<file path="src/rtl/dlpe_pkg.sv">
package dlpe_pkg;

   // how the shared multiplier halves are assigned in a given cycle
   typedef enum logic [1:0] {
      SHARE_IDLE  = 2'd0,
      SHARE_SOLO0 = 2'd1,
      SHARE_SOLO1 = 2'd2,
      SHARE_SPLIT = 2'd3
   } share_mode_e;

   localparam int unsigned LANES = 2;

endpackage

</file>
<file path="src/rtl/dlpe_lane_prep.sv">
module dlpe_lane_prep #(
   parameter int unsigned ACT_W      = 8,
   parameter int unsigned WGT_W      = 8,
   parameter bit          ROUND_NEAR = 1'b1,
   localparam int unsigned NIB_W     = ACT_W / 2,
   localparam int unsigned WIDE_W    = ACT_W + 1
) (
   input  logic [ACT_W-1:0]         act,
   input  logic [WGT_W-1:0]         wgt,
   output logic [NIB_W-1:0]         nib,
   output logic signed [WIDE_W-1:0] wide,
   output logic                     shift_up,
   output logic                     reduced
);

   logic [NIB_W-1:0]         red_nib;
   logic signed [WIDE_W-1:0] wgt_sx;
   logic                     act_fits;
   logic                     wgt_fits;

   assign wgt_sx   = {{(WIDE_W-WGT_W){wgt[WGT_W-1]}}, wgt};
   assign act_fits = (act[ACT_W-1:NIB_W] == '0);
   assign wgt_fits = (wgt[WGT_W-1:NIB_W] == '0);

   // coarsening variant for the activation when no operand fits
   if (ROUND_NEAR) begin : g_round
      logic [ACT_W:0]   biased;
      logic [NIB_W:0]   upper;
      assign biased  = {1'b0, act} + (ACT_W+1)'(1 << (NIB_W-1));
      assign upper   = biased[ACT_W:NIB_W];
      assign red_nib = upper[NIB_W] ? {NIB_W{1'b1}} : upper[NIB_W-1:0];
   end else begin : g_trunc
      assign red_nib = act[ACT_W-1:NIB_W];
   end

   always_comb begin
      if (act_fits) begin
         nib      = act[NIB_W-1:0];
         wide     = wgt_sx;
         shift_up = 1'b0;
         reduced  = 1'b0;
      end else if (wgt_fits) begin
         nib      = wgt[NIB_W-1:0];
         wide     = {{(WIDE_W-ACT_W){1'b0}}, act};
         shift_up = 1'b0;
         reduced  = 1'b0;
      end else begin
         nib      = red_nib;
         wide     = wgt_sx;
         shift_up = 1'b1;
         reduced  = 1'b1;
      end
   end

endmodule

</file>
<file path="src/rtl/dlpe_nibble_mul.sv">
module dlpe_nibble_mul #(
   parameter int unsigned NIB_W  = 4,
   parameter int unsigned WIDE_W = 9,
   localparam int unsigned MUL_W = NIB_W + WIDE_W + 1
) (
   input  logic [NIB_W-1:0]         nib,
   input  logic signed [WIDE_W-1:0] wide,
   output logic signed [MUL_W-1:0]  prod
);

   logic signed [NIB_W:0] nib_s;

   assign nib_s = {1'b0, nib};
   assign prod  = nib_s * wide;

endmodule

</file>
<file path="src/rtl/dlpe_accum.sv">
module dlpe_accum #(
   parameter int unsigned ACC_W  = 24,
   parameter int unsigned PROD_W = 17
) (
   input  logic                     clk,
   input  logic                     rst_n,
   input  logic                     restart,
   input  logic signed [PROD_W-1:0] addend,
   output logic [ACC_W-1:0]         total
);

   logic [ACC_W-1:0] addend_x;

   assign addend_x = {{(ACC_W-PROD_W){addend[PROD_W-1]}}, addend};

   always_ff @(posedge clk or negedge rst_n) begin
      if (!rst_n) begin
         total <= '0;
      end else if (restart) begin
         total <= addend_x;
      end else begin
         total <= total + addend_x;
      end
   end

endmodule

</file>
<file path="src/rtl/dual_lane_pe.sv">
module dual_lane_pe
   import dlpe_pkg::*;
#(
   parameter int unsigned ACT_W      = 8,
   parameter int unsigned WGT_W      = 8,
   parameter int unsigned ACC_W      = 24,
   parameter bit          ROUND_NEAR = 1'b1
) (
   input  logic                   clk,
   input  logic                   rst_n,
   input  logic [2*ACT_W-1:0]     act_in,
   input  logic [2*WGT_W-1:0]     wgt_in,
   input  logic [1:0]             vld_in,
   input  logic [1:0]             clr_in,
   input  logic                   drain_in,
   output logic [2*ACT_W-1:0]     act_out,
   output logic [2*WGT_W-1:0]     wgt_out,
   output logic [1:0]             vld_out,
   output logic [2*ACC_W-1:0]     acc_out,
   output logic                   approx_flag
);

   localparam int unsigned NIB_W  = ACT_W / 2;
   localparam int unsigned WIDE_W = ACT_W + 1;
   localparam int unsigned MUL_W  = NIB_W + WIDE_W + 1;
   localparam int unsigned PROD_W = ACT_W + WGT_W + 1;

   // elaboration-time parameter checks
   if (ACT_W % 2 != 0 || ACT_W < 4) begin : g_bad_act
      $error("dual_lane_pe: ACT_W must be even and at least 4");
   end
   if (WGT_W != ACT_W) begin : g_bad_wgt
      $error("dual_lane_pe: WGT_W must equal ACT_W");
   end
   if (ACC_W <= PROD_W) begin : g_bad_acc
      $error("dual_lane_pe: ACC_W must exceed the product width");
   end

   logic [ACT_W-1:0]          act_t   [LANES];
   logic [WGT_W-1:0]          wgt_t   [LANES];
   logic                      live    [LANES];
   logic [NIB_W-1:0]          nib_p   [LANES];
   logic signed [WIDE_W-1:0]  wide_p  [LANES];
   logic                      shift_p [LANES];
   logic                      red_p   [LANES];
   logic [NIB_W-1:0]          mul_nib [LANES];
   logic signed [WIDE_W-1:0]  mul_wide[LANES];
   logic signed [MUL_W-1:0]   mul_p   [LANES];
   logic signed [PROD_W-1:0]  mul_x   [LANES];
   logic signed [PROD_W-1:0]  split_p [LANES];
   logic signed [PROD_W-1:0]  prod    [LANES];
   logic [ACC_W-1:0]          acc_q   [LANES];

   share_mode_e               mode;
   logic                      solo_sel;
   logic signed [PROD_W-1:0]  full_p;
   logic signed [WIDE_W-1:0]  solo_wide;

   // per-thread operand preparation, multiplier half and accumulator
   for (genvar t = 0; t < LANES; t++) begin : g_lane
      assign act_t[t] = act_in[t*ACT_W +: ACT_W];
      assign wgt_t[t] = wgt_in[t*WGT_W +: WGT_W];
      assign live[t]  = vld_in[t] && (act_t[t] != '0) && (wgt_t[t] != '0);

      dlpe_lane_prep #(
         .ACT_W      (ACT_W),
         .WGT_W      (WGT_W),
         .ROUND_NEAR (ROUND_NEAR)
      ) i_prep (
         .act      (act_t[t]),
         .wgt      (wgt_t[t]),
         .nib      (nib_p[t]),
         .wide     (wide_p[t]),
         .shift_up (shift_p[t]),
         .reduced  (red_p[t])
      );

      dlpe_nibble_mul #(
         .NIB_W  (NIB_W),
         .WIDE_W (WIDE_W)
      ) i_half (
         .nib  (mul_nib[t]),
         .wide (mul_wide[t]),
         .prod (mul_p[t])
      );

      assign mul_x[t]   = {{(PROD_W-MUL_W){mul_p[t][MUL_W-1]}}, mul_p[t]};
      assign split_p[t] = shift_p[t] ? (mul_x[t] <<< NIB_W) : mul_x[t];

      dlpe_accum #(
         .ACC_W  (ACC_W),
         .PROD_W (PROD_W)
      ) i_acc (
         .clk     (clk),
         .rst_n   (rst_n),
         .restart (clr_in[t]),
         .addend  (prod[t]),
         .total   (acc_q[t])
      );

      assign acc_out[t*ACC_W +: ACC_W] = drain_in ? acc_q[t] : '0;
   end

   // sharing decision: no thread ever waits
   always_comb begin
      if (live[0] && live[1]) begin
         mode = SHARE_SPLIT;
      end else if (live[0]) begin
         mode = SHARE_SOLO0;
      end else if (live[1]) begin
         mode = SHARE_SOLO1;
      end else begin
         mode = SHARE_IDLE;
      end
   end

   assign solo_sel  = (mode == SHARE_SOLO1);
   assign solo_wide = {{(WIDE_W-WGT_W){wgt_t[solo_sel][WGT_W-1]}}, wgt_t[solo_sel]};

   // steer the two multiplier halves
   always_comb begin
      for (int t = 0; t < LANES; t++) begin
         mul_nib[t]  = '0;
         mul_wide[t] = '0;
      end
      unique case (mode)
         SHARE_SPLIT: begin
            for (int t = 0; t < LANES; t++) begin
               mul_nib[t]  = nib_p[t];
               mul_wide[t] = wide_p[t];
            end
         end
         SHARE_SOLO0, SHARE_SOLO1: begin
            mul_nib[0]  = act_t[solo_sel][NIB_W-1:0];
            mul_nib[1]  = act_t[solo_sel][ACT_W-1:NIB_W];
            mul_wide[0] = solo_wide;
            mul_wide[1] = solo_wide;
         end
         default: ;
      endcase
   end

   // recombine the halves into one full-width product in solo modes
   assign full_p = mul_x[0] + (mul_x[1] <<< NIB_W);

   always_comb begin
      for (int t = 0; t < LANES; t++) begin
         prod[t] = '0;
      end
      unique case (mode)
         SHARE_SPLIT: begin
            for (int t = 0; t < LANES; t++) begin
               prod[t] = split_p[t];
            end
         end
         SHARE_SOLO0: prod[0] = full_p;
         SHARE_SOLO1: prod[1] = full_p;
         default: ;
      endcase
   end

   assign approx_flag = (mode == SHARE_SPLIT) && (red_p[0] || red_p[1]);

   // operand pass-through toward the neighbours
   always_ff @(posedge clk or negedge rst_n) begin
      if (!rst_n) begin
         act_out <= '0;
         wgt_out <= '0;
         vld_out <= '0;
      end else begin
         act_out <= act_in;
         wgt_out <= wgt_in;
         vld_out <= vld_in;
      end
   end

endmodule

</file>
<file path="config.mk">
export PLATFORM = sky130hd
export DESIGN_NAME = dual_lane_pe
export DESIGN_NICKNAME = d
export VERILOG_FILES = /design/src/rtl/dlpe_pkg.sv /design/src/rtl/dlpe_lane_prep.sv /design/src/rtl/dlpe_nibble_mul.sv /design/src/rtl/dlpe_accum.sv /design/src/rtl/dual_lane_pe.sv
export SDC_FILE = /design/constraint.sdc
export NUM_CORES = 1
export LEC_CHECK = 0
export ABC_CLOCK_PERIOD_IN_PS = 4800
export BUFFER_PORTS_ARGS = -buffer_cell sky130_fd_sc_hd__buf_2
export CORE_MARGIN = 2
export CORE_UTILIZATION = 45
export DETAILED_ROUTE_END_ITERATION = 8
export MAX_ROUTING_LAYER = met4
export SLEW_MARGIN = 0
export SYNTH_ARGS = -nofsm -noshare
export SYNTH_HDL_FRONTEND = slang
export SYNTH_SLANG_ARGS = --single-unit
</file>
<file path="constraint.sdc">
create_clock -name clk -period 4.8 [get_ports clk]
set_input_delay 0.72 -clock clk [delete_from_list [all_inputs] [get_ports clk]]
set_output_delay 0.72 -clock clk [all_outputs]
set_load 0.01 [all_outputs]
</file>
After elaboration in Yosys (flattened, before gate mapping)
Index checks and enable logic that the tools add are counted.

operators by class
  multiply operators = 2
  eq/ne operators = 3
  reduce and logical (&&, ||, !) cells = 16
  multiplexer cells = 33
  $add $sub $neg = 5
  bitwise operators = 1
  magnitude comparators = 1

operator list
  operator                                             number
  two-way mux 24 bit                                   4
  one-hot mux 17 bit (2 select lines)                  2
  adder 24 bit                                         2
  two-way mux 8 bit                                    6
  two-way mux 9 bit                                    4
  one-hot mux 18 bit (2 select lines)                  1
  two-way mux 17 bit                                   2
  nonzero test 8 bit                                   4
  multiplier 5 x 9 -> 14 bit                           2
  two-way mux 4 bit                                    6
  adder 8 x 4 -> 9 bit, second input constant          2
  adder 14 x 17 -> 17 bit                              1
  logical NOT 4 bit                                    4
  one-hot mux 8 bit (2 select lines)                   1
  logical AND 1 bit                                    6
  two-way mux 2 bit                                    3
  equality test 2 bit, second input constant           2
  two-way mux 1 bit                                    4
  equality test 2 x 1 -> 1 bit, second input constant  1
  >= comparator 2 bit, second input constant           1
  NOT 1 -> 2 bit                                       1
  OR reduction 2 bit                                   1
  logical OR 1 bit                                     1

storage, ports and cells
  flip-flop bits (word level) = 82
  output and inout port bits = 83
  bits of input ports = 39

Logic depth before layout (Yosys ltp)
  depth after elaboration = 17
  mapped depth = 44

Modules after synthesis
From an unflattened synthesis, not the netlist that was laid out.

unflattened totals
  cells, all modules = 1300
  area total of the unflattened synthesis = 10956.8 µm²

modules (own cells, without submodules)
  module                               cells an instance  times used  area an instance (µm²)  seq. area each (µm²)
  dlpe_accum                           256                2           2147.1                  600.6
  dual_lane_pe                         386                1           3183.1                  850.8
  dlpe_nibble_mul at g_lane[0].i_half  165                1           1436.4                  0.0
  dlpe_nibble_mul at g_lane[1].i_half  163                1           1397.6                  0.0
  dlpe_lane_prep                       37                 2           322.8                   0.0

Least setup slack after synthesis
OpenSTA, ideal clock, no wires.

  kind = input-to-reg
  from = input port wgt_in[5]
  to = register g_lane[1].i_acc.total[23]
  arrival time = 10.523 ns
  cell stages on the path = 43
  required time = 4.672 ns
  library setup time = 0.128 ns
  path slack = -5.852 ns
  buffers on the path = 6
  cells stage by stage = or4_1 -> buf_2 -> nor2_1 -> nand2_1 -> and3_1 -> clkbuf_1 -> inv_1 -> buf_1 -> ha_1 -> clkbuf_1 -> buf_1 -> clkbuf_1 -> mux2i_1 -> nor2_1 -> o21bai_1 -> nor2_1 -> ha_1 -> inv_1 -> [... 7 more ...] -> xnor2_1 -> ha_1 -> and3_1 -> a2111oi_0 -> o211ai_1 -> a41oi_1 -> xor2_1 -> xnor2_4 -> a21o_1 -> ha_1 -> a21o_1 -> a21oi_1 -> o21ai_0 -> nor4b_1 -> o211ai_1 -> and3_1 -> or3_1 -> xnor2_1

on the way
  longest elaborated chain between the ends = 15
  elaborated cells between the ends (all ways) = 30

ends and longest elaborated chain
  element                                                                                    line                                                           RTL
  start, declared                                                                            dual_lane_pe.sv:12                                             input logic [2*WGT_W-1:0] wgt_in,
  nonzero test 8 bit                                                                         dual_lane_pe.sv:63                                             assign live[t] = vld_in[t] && (act_t[t] != '0) && (wgt_t[t] != '0);
  logical AND 1 bit                                                                          dual_lane_pe.sv:63
  two-way mux 2 bit or logical AND 1 bit (tied branches)                                     dual_lane_pe.sv:108, dual_lane_pe.sv:106
  two-way mux 2 bit                                                                          dual_lane_pe.sv:106                                            if (live[0] && live[1]) begin
  equality test 2 bit                                                                        dual_lane_pe.sv:117, dual_lane_pe.sv:126, dual_lane_pe.sv:150
  NOT 1 -> 2 bit (implied by the code)                                                       dual_lane_pe.sv:118, dual_lane_pe.sv:134, dual_lane_pe.sv:135
  two-way mux 8 bit (on tied branches) (3 in a row)                                          dual_lane_pe.sv:135, dual_lane_pe.sv:118
  one-hot mux 8 bit (2 select lines) or one-hot mux 18 bit (2 select lines) (tied branches)  dual_lane_pe.sv:126                                            unique case (mode)
  multiplier 5 x 9 -> 14 bit                                                                 dlpe_nibble_mul.sv:14                                          assign prod = nib_s * wide;
  adder 14 x 17 -> 17 bit or two-way mux 17 bit (tied branches)                              dual_lane_pe.sv:144, dual_lane_pe.sv:88
  one-hot mux 17 bit (2 select lines) *                                                      dual_lane_pe.sv:150                                            unique case (mode)
  adder 24 bit                                                                               dlpe_accum.sv:22                                               total <= total + addend_x;
  two-way mux 24 bit *                                                                       dlpe_accum.sv:19                                               end else if (restart) begin
  end signal, assigned                                                                       dlpe_accum.sv:20                                               total <= addend_x;
  end signal, assigned                                                                       dlpe_accum.sv:22
  end, declared                                                                              dlpe_accum.sv:9                                                output logic [ACC_W-1:0] total

Mark *: on every way between the ends. The rest lies on a longest branch, timed or not. The select of a mux whose other input is x is not followed.

Final worst setup path
Ends and elaborated chain as after synthesis.

==> metrics <==
outcome=finished with violations; violated checks=setup timing; fillcell total=about 1600; CTS tree=yes; DR pass1 iterations=5; sequential fraction of the synthesis area=between 10% and 20%; Routed WL per cell=17.8 um; number of synthesized flops with an enable pin=0; Synth warnings=0; Post-CTS Hold Fix Bufs=0; Final ANT Viol Nets=0; Sw Ratio=42.9%; cell at the slowest stage of the critical path=fa_1; CP Capture Type=flip-flop; syn_area_per_cell=approximately 8.1 sq um; peak supply drop=around 0.23 mV; post-route insts no fill=between 2000 and 2500; Max Slew Vio Count=0; Max-slew headroom=between 40% and 50%; clk root buf=clkbuf_16; initial antenna violation count=0; TritonCTS Buffers=9; Final Cycle Share=176%; die area=between 20000 and 25000 sq um; post-DP HPWL=26100 um; setup tns final=-109610 ps; clock share of power=roughly a tenth; via total after detailed routing=between 10000 and 15000; cells after synthesis=about 1300; Chip Height=between 150 and 200 um; clock skew=approximately 11 ps; crit path max fanout=7; number of nets at the end of the flow=approximately 2000; DP Cell Count=around 2000; Syn Std Cell Area=~10000 sq um; number of diodes=0; FFs w/ async S/R, synth=100%; CP arrival=approximately 8700 ps; pin count of the biggest net entering global routing=between 50 and 60; Yosys reg bits=82; worst-skew pair later-pin latency=about 360 ps; slowest stage delay, CP=between 500 and 600 ps; Comb power frac=between 70% and 80%; area of the core=around 23000 sq um; Max-cap violations=0; worst-margin pin slew=778 ps; final setup fails=42; Final GP Congestion=0.957; power share of the sequential group=around an eighth; critical path class=input port to flip-flop; buffers added on ports=between 100 and 150; final count of hold timing violations=0; die width=156 um; Core Rows=55; Sink Count=82; Required @ worst endpoint=5050 ps; GR Overflow Total=0; Max H-tree Level=3; vias per cell=5.55; Pint=approximately 4.4 mW; overall routing resource usage=between 20 and 30%; Layout area overhead=62.7%; Synth cell types=80; Fmax=between 100 and 150 MHz; clk buf depth=2; Pleak=8.17 nW; crit start category=input port; syn nets=between 1000 and 1500; final WL=37100 um; pwr/cell area=about 450 nW/um^2; Post-Route Utilization=about 75%; minimum clock period=approximately 8500 ps; vias in the first global route=roughly 12000; Initial Util=approximately 46%; DRC=0; CP dominant cell by count=ha_4; global-route wire length before repair=between 50000 and 60000 um; setup ws final=-3650 ps; switching pwr=between 3 and 4 mW; RSZ-0062 raised after global routing=true; HP Class=input port to async pin; Clock transition at path regs=~70 ps; number of top-level pins=approximately 120; Iter 0 DRT Violations=641; top_reg_cell synth=dfrtp_1; share of layout cells above drive strength 1=just under 50%
-- cells in the final DEF, fill, tap and decap left out, types with 18 or more instances in the layout --
cell     netlist  routed
a21o_1        27      26
a21oi_1       90      56
a21oi_2        0      25
and2_1        56      52
buf_2          1     118
buf_4          0     382
buf_6          3      50
dfrtp_1       82      82
fa_1          41      36
ha_1         116      60
ha_4           0      50
inv_1        116     106
nand2_1       94      79
nor2_1       139     125
nor3_1        26      21
o21ai_0       83      39
o21ai_1       11      30
o21ai_2        0      18
xnor2_1       39      24
-- final timing paths --
path	startpoint	to	slack, ps	cells past startpoint
setup / recovery	wgt_in[5]	g_lane[1].i_acc.total[23]$_DFF_PN0_	-3650	43
hold / removal	rst_n	g_lane[1].i_acc.total[20]$_DFF_PN0_	410	1
setup reg to reg	g_lane[1].i_acc.total[0]$_DFF_PN0_	g_lane[1].i_acc.total[22]$_DFF_PN0_	2070	11
hold reg to reg	g_lane[0].i_acc.total[0]$_DFF_PN0_	g_lane[0].i_acc.total[0]$_DFF_PN0_	640	2
max in group asynchronous	rst_n	wgt_out[15]$_DFF_PN0_	3460	2
min in group clk	vld_in[1]	vld_out[1]$_DFF_PN0_	490	1
-- Yosys cell counts (all sizes together) (4+ instances only) --
master / n / area (sq um)
o21ai: 94 / 470
or2: 10 / 62.6
nor4: 14 / 100
a31oi: 9 / 71.3
inv: 116 / 435
o22ai: 4 / 25.0
o31ai: 6 / 45.0
o21bai: 8 / 60.1
mux2: 23 / 263
nand2: 94 / 353
a22o: 7 / 62.6
nor2b: 10 / 62.6
or4: 10 / 78.8
dfrtp: 82 / 2050
a2111oi: 5 / 45.0
o2111ai: 4 / 41.3
xnor2: 41 / 385
nor2: 139 / 522
a211oi: 17 / 133
nand4: 6 / 37.5
clkbuf: 36 / 135
nor3: 26 / 130
and2: 56 / 350
a22oi: 6 / 45.0
buf: 10 / 61.3
mux2i: 21 / 210
a21o: 27 / 203
nand3: 16 / 80.1
ha: 116 / 1450
nand2b: 12 / 75.1
and3: 8 / 50.1
o21a: 18 / 135
o211ai: 10 / 75.1
or3: 8 / 50.1
a21oi: 90 / 450
xor2: 28 / 245
fa: 41 / 821
-- logic make-up after synthesis --
logic type	synth area share [%]
AOI/OAI and AO/OA	22.0
xor gates and xnor gates	6.10
adders and majority gates	22.0
buffers and inverters	6.14
DFF	19.8
muxes	4.57
and+or+nand+nor	19.4
-- cell type report --
class	instances	area (sq um)	area share [%]
Clock buffer	11	243	1.44
Clock inverter	5	37.5	0.223
Inverter	117	442	2.62
Multi-Input combinational cell	1034	9600	57.0
Sequential cell	82	2050	12.2
Tap cell	285	357	2.12
Timing Repair Buffer	554	4100	24.4
-- flip-flops by register name, summed over array words and instances, names as in the netlist --
register,flops
wgt_out,16
vld_out,2
act_out,16
g_lane.i_acc.total,48
-- power by group through the flow --
stage,Combinational [mW],Sequential (mW),Clock (mW)
4_1_cts,5.18,0.995,0.709
5_1_grt,6.36,1.03,0.737
2_1_floorplan,2.58,0.951,0
3_3_place_gp,4.31,0.982,0
3_5_place_dp,4.39,0.986,0
6_report,5.94,1.01,0.709
-- through the flow --
step                      hold WS (ps)  worst slack (ps)  instance area, sq um  power, mW
after floorplan                    424             -4030                 10900       3.54
after global placement             610             -4170                 14400       5.29
after detailed placement           624             -4180                 14400       5.37
after CTS                          455             -3430                 15900       6.89
after global routing               484             -3980                 16800       8.13
final                              410             -3650                 16800       7.66
-- layer usage --
| metal | wire, um | share of wire [%] | GRT usage, % |
|---|---|---|---|
| met4 | 1800 | 4.9 | 10.7 |
| met3 | 1510 | 4.1 | 2.75 |
| met5 | 0 | 0 | - |
| met1 | 15300 | 41 | 35.1 |
| met2 | 18500 | 50 | 52.6 |
-- critical path: cells and delay by family --
kind                       cells  cell delay, ps
and+or+nand+nor               12            2370
adders and majority gates      7            2180
AOI/OAI and AO/OA             11            1830
buffers and inverters          9             960
xor gates and xnor gates       3             390
muxes                          1             200
-- what timing repair did --
item | 4_1_cts | 5_1_grt
setup buffers | 43 | 32
pin swaps | 120 | 94
setup endpoints to repair | 44 | 44
resized for setup | 194 | 126
No activity file was read; power rests on OpenSTA's default activity.
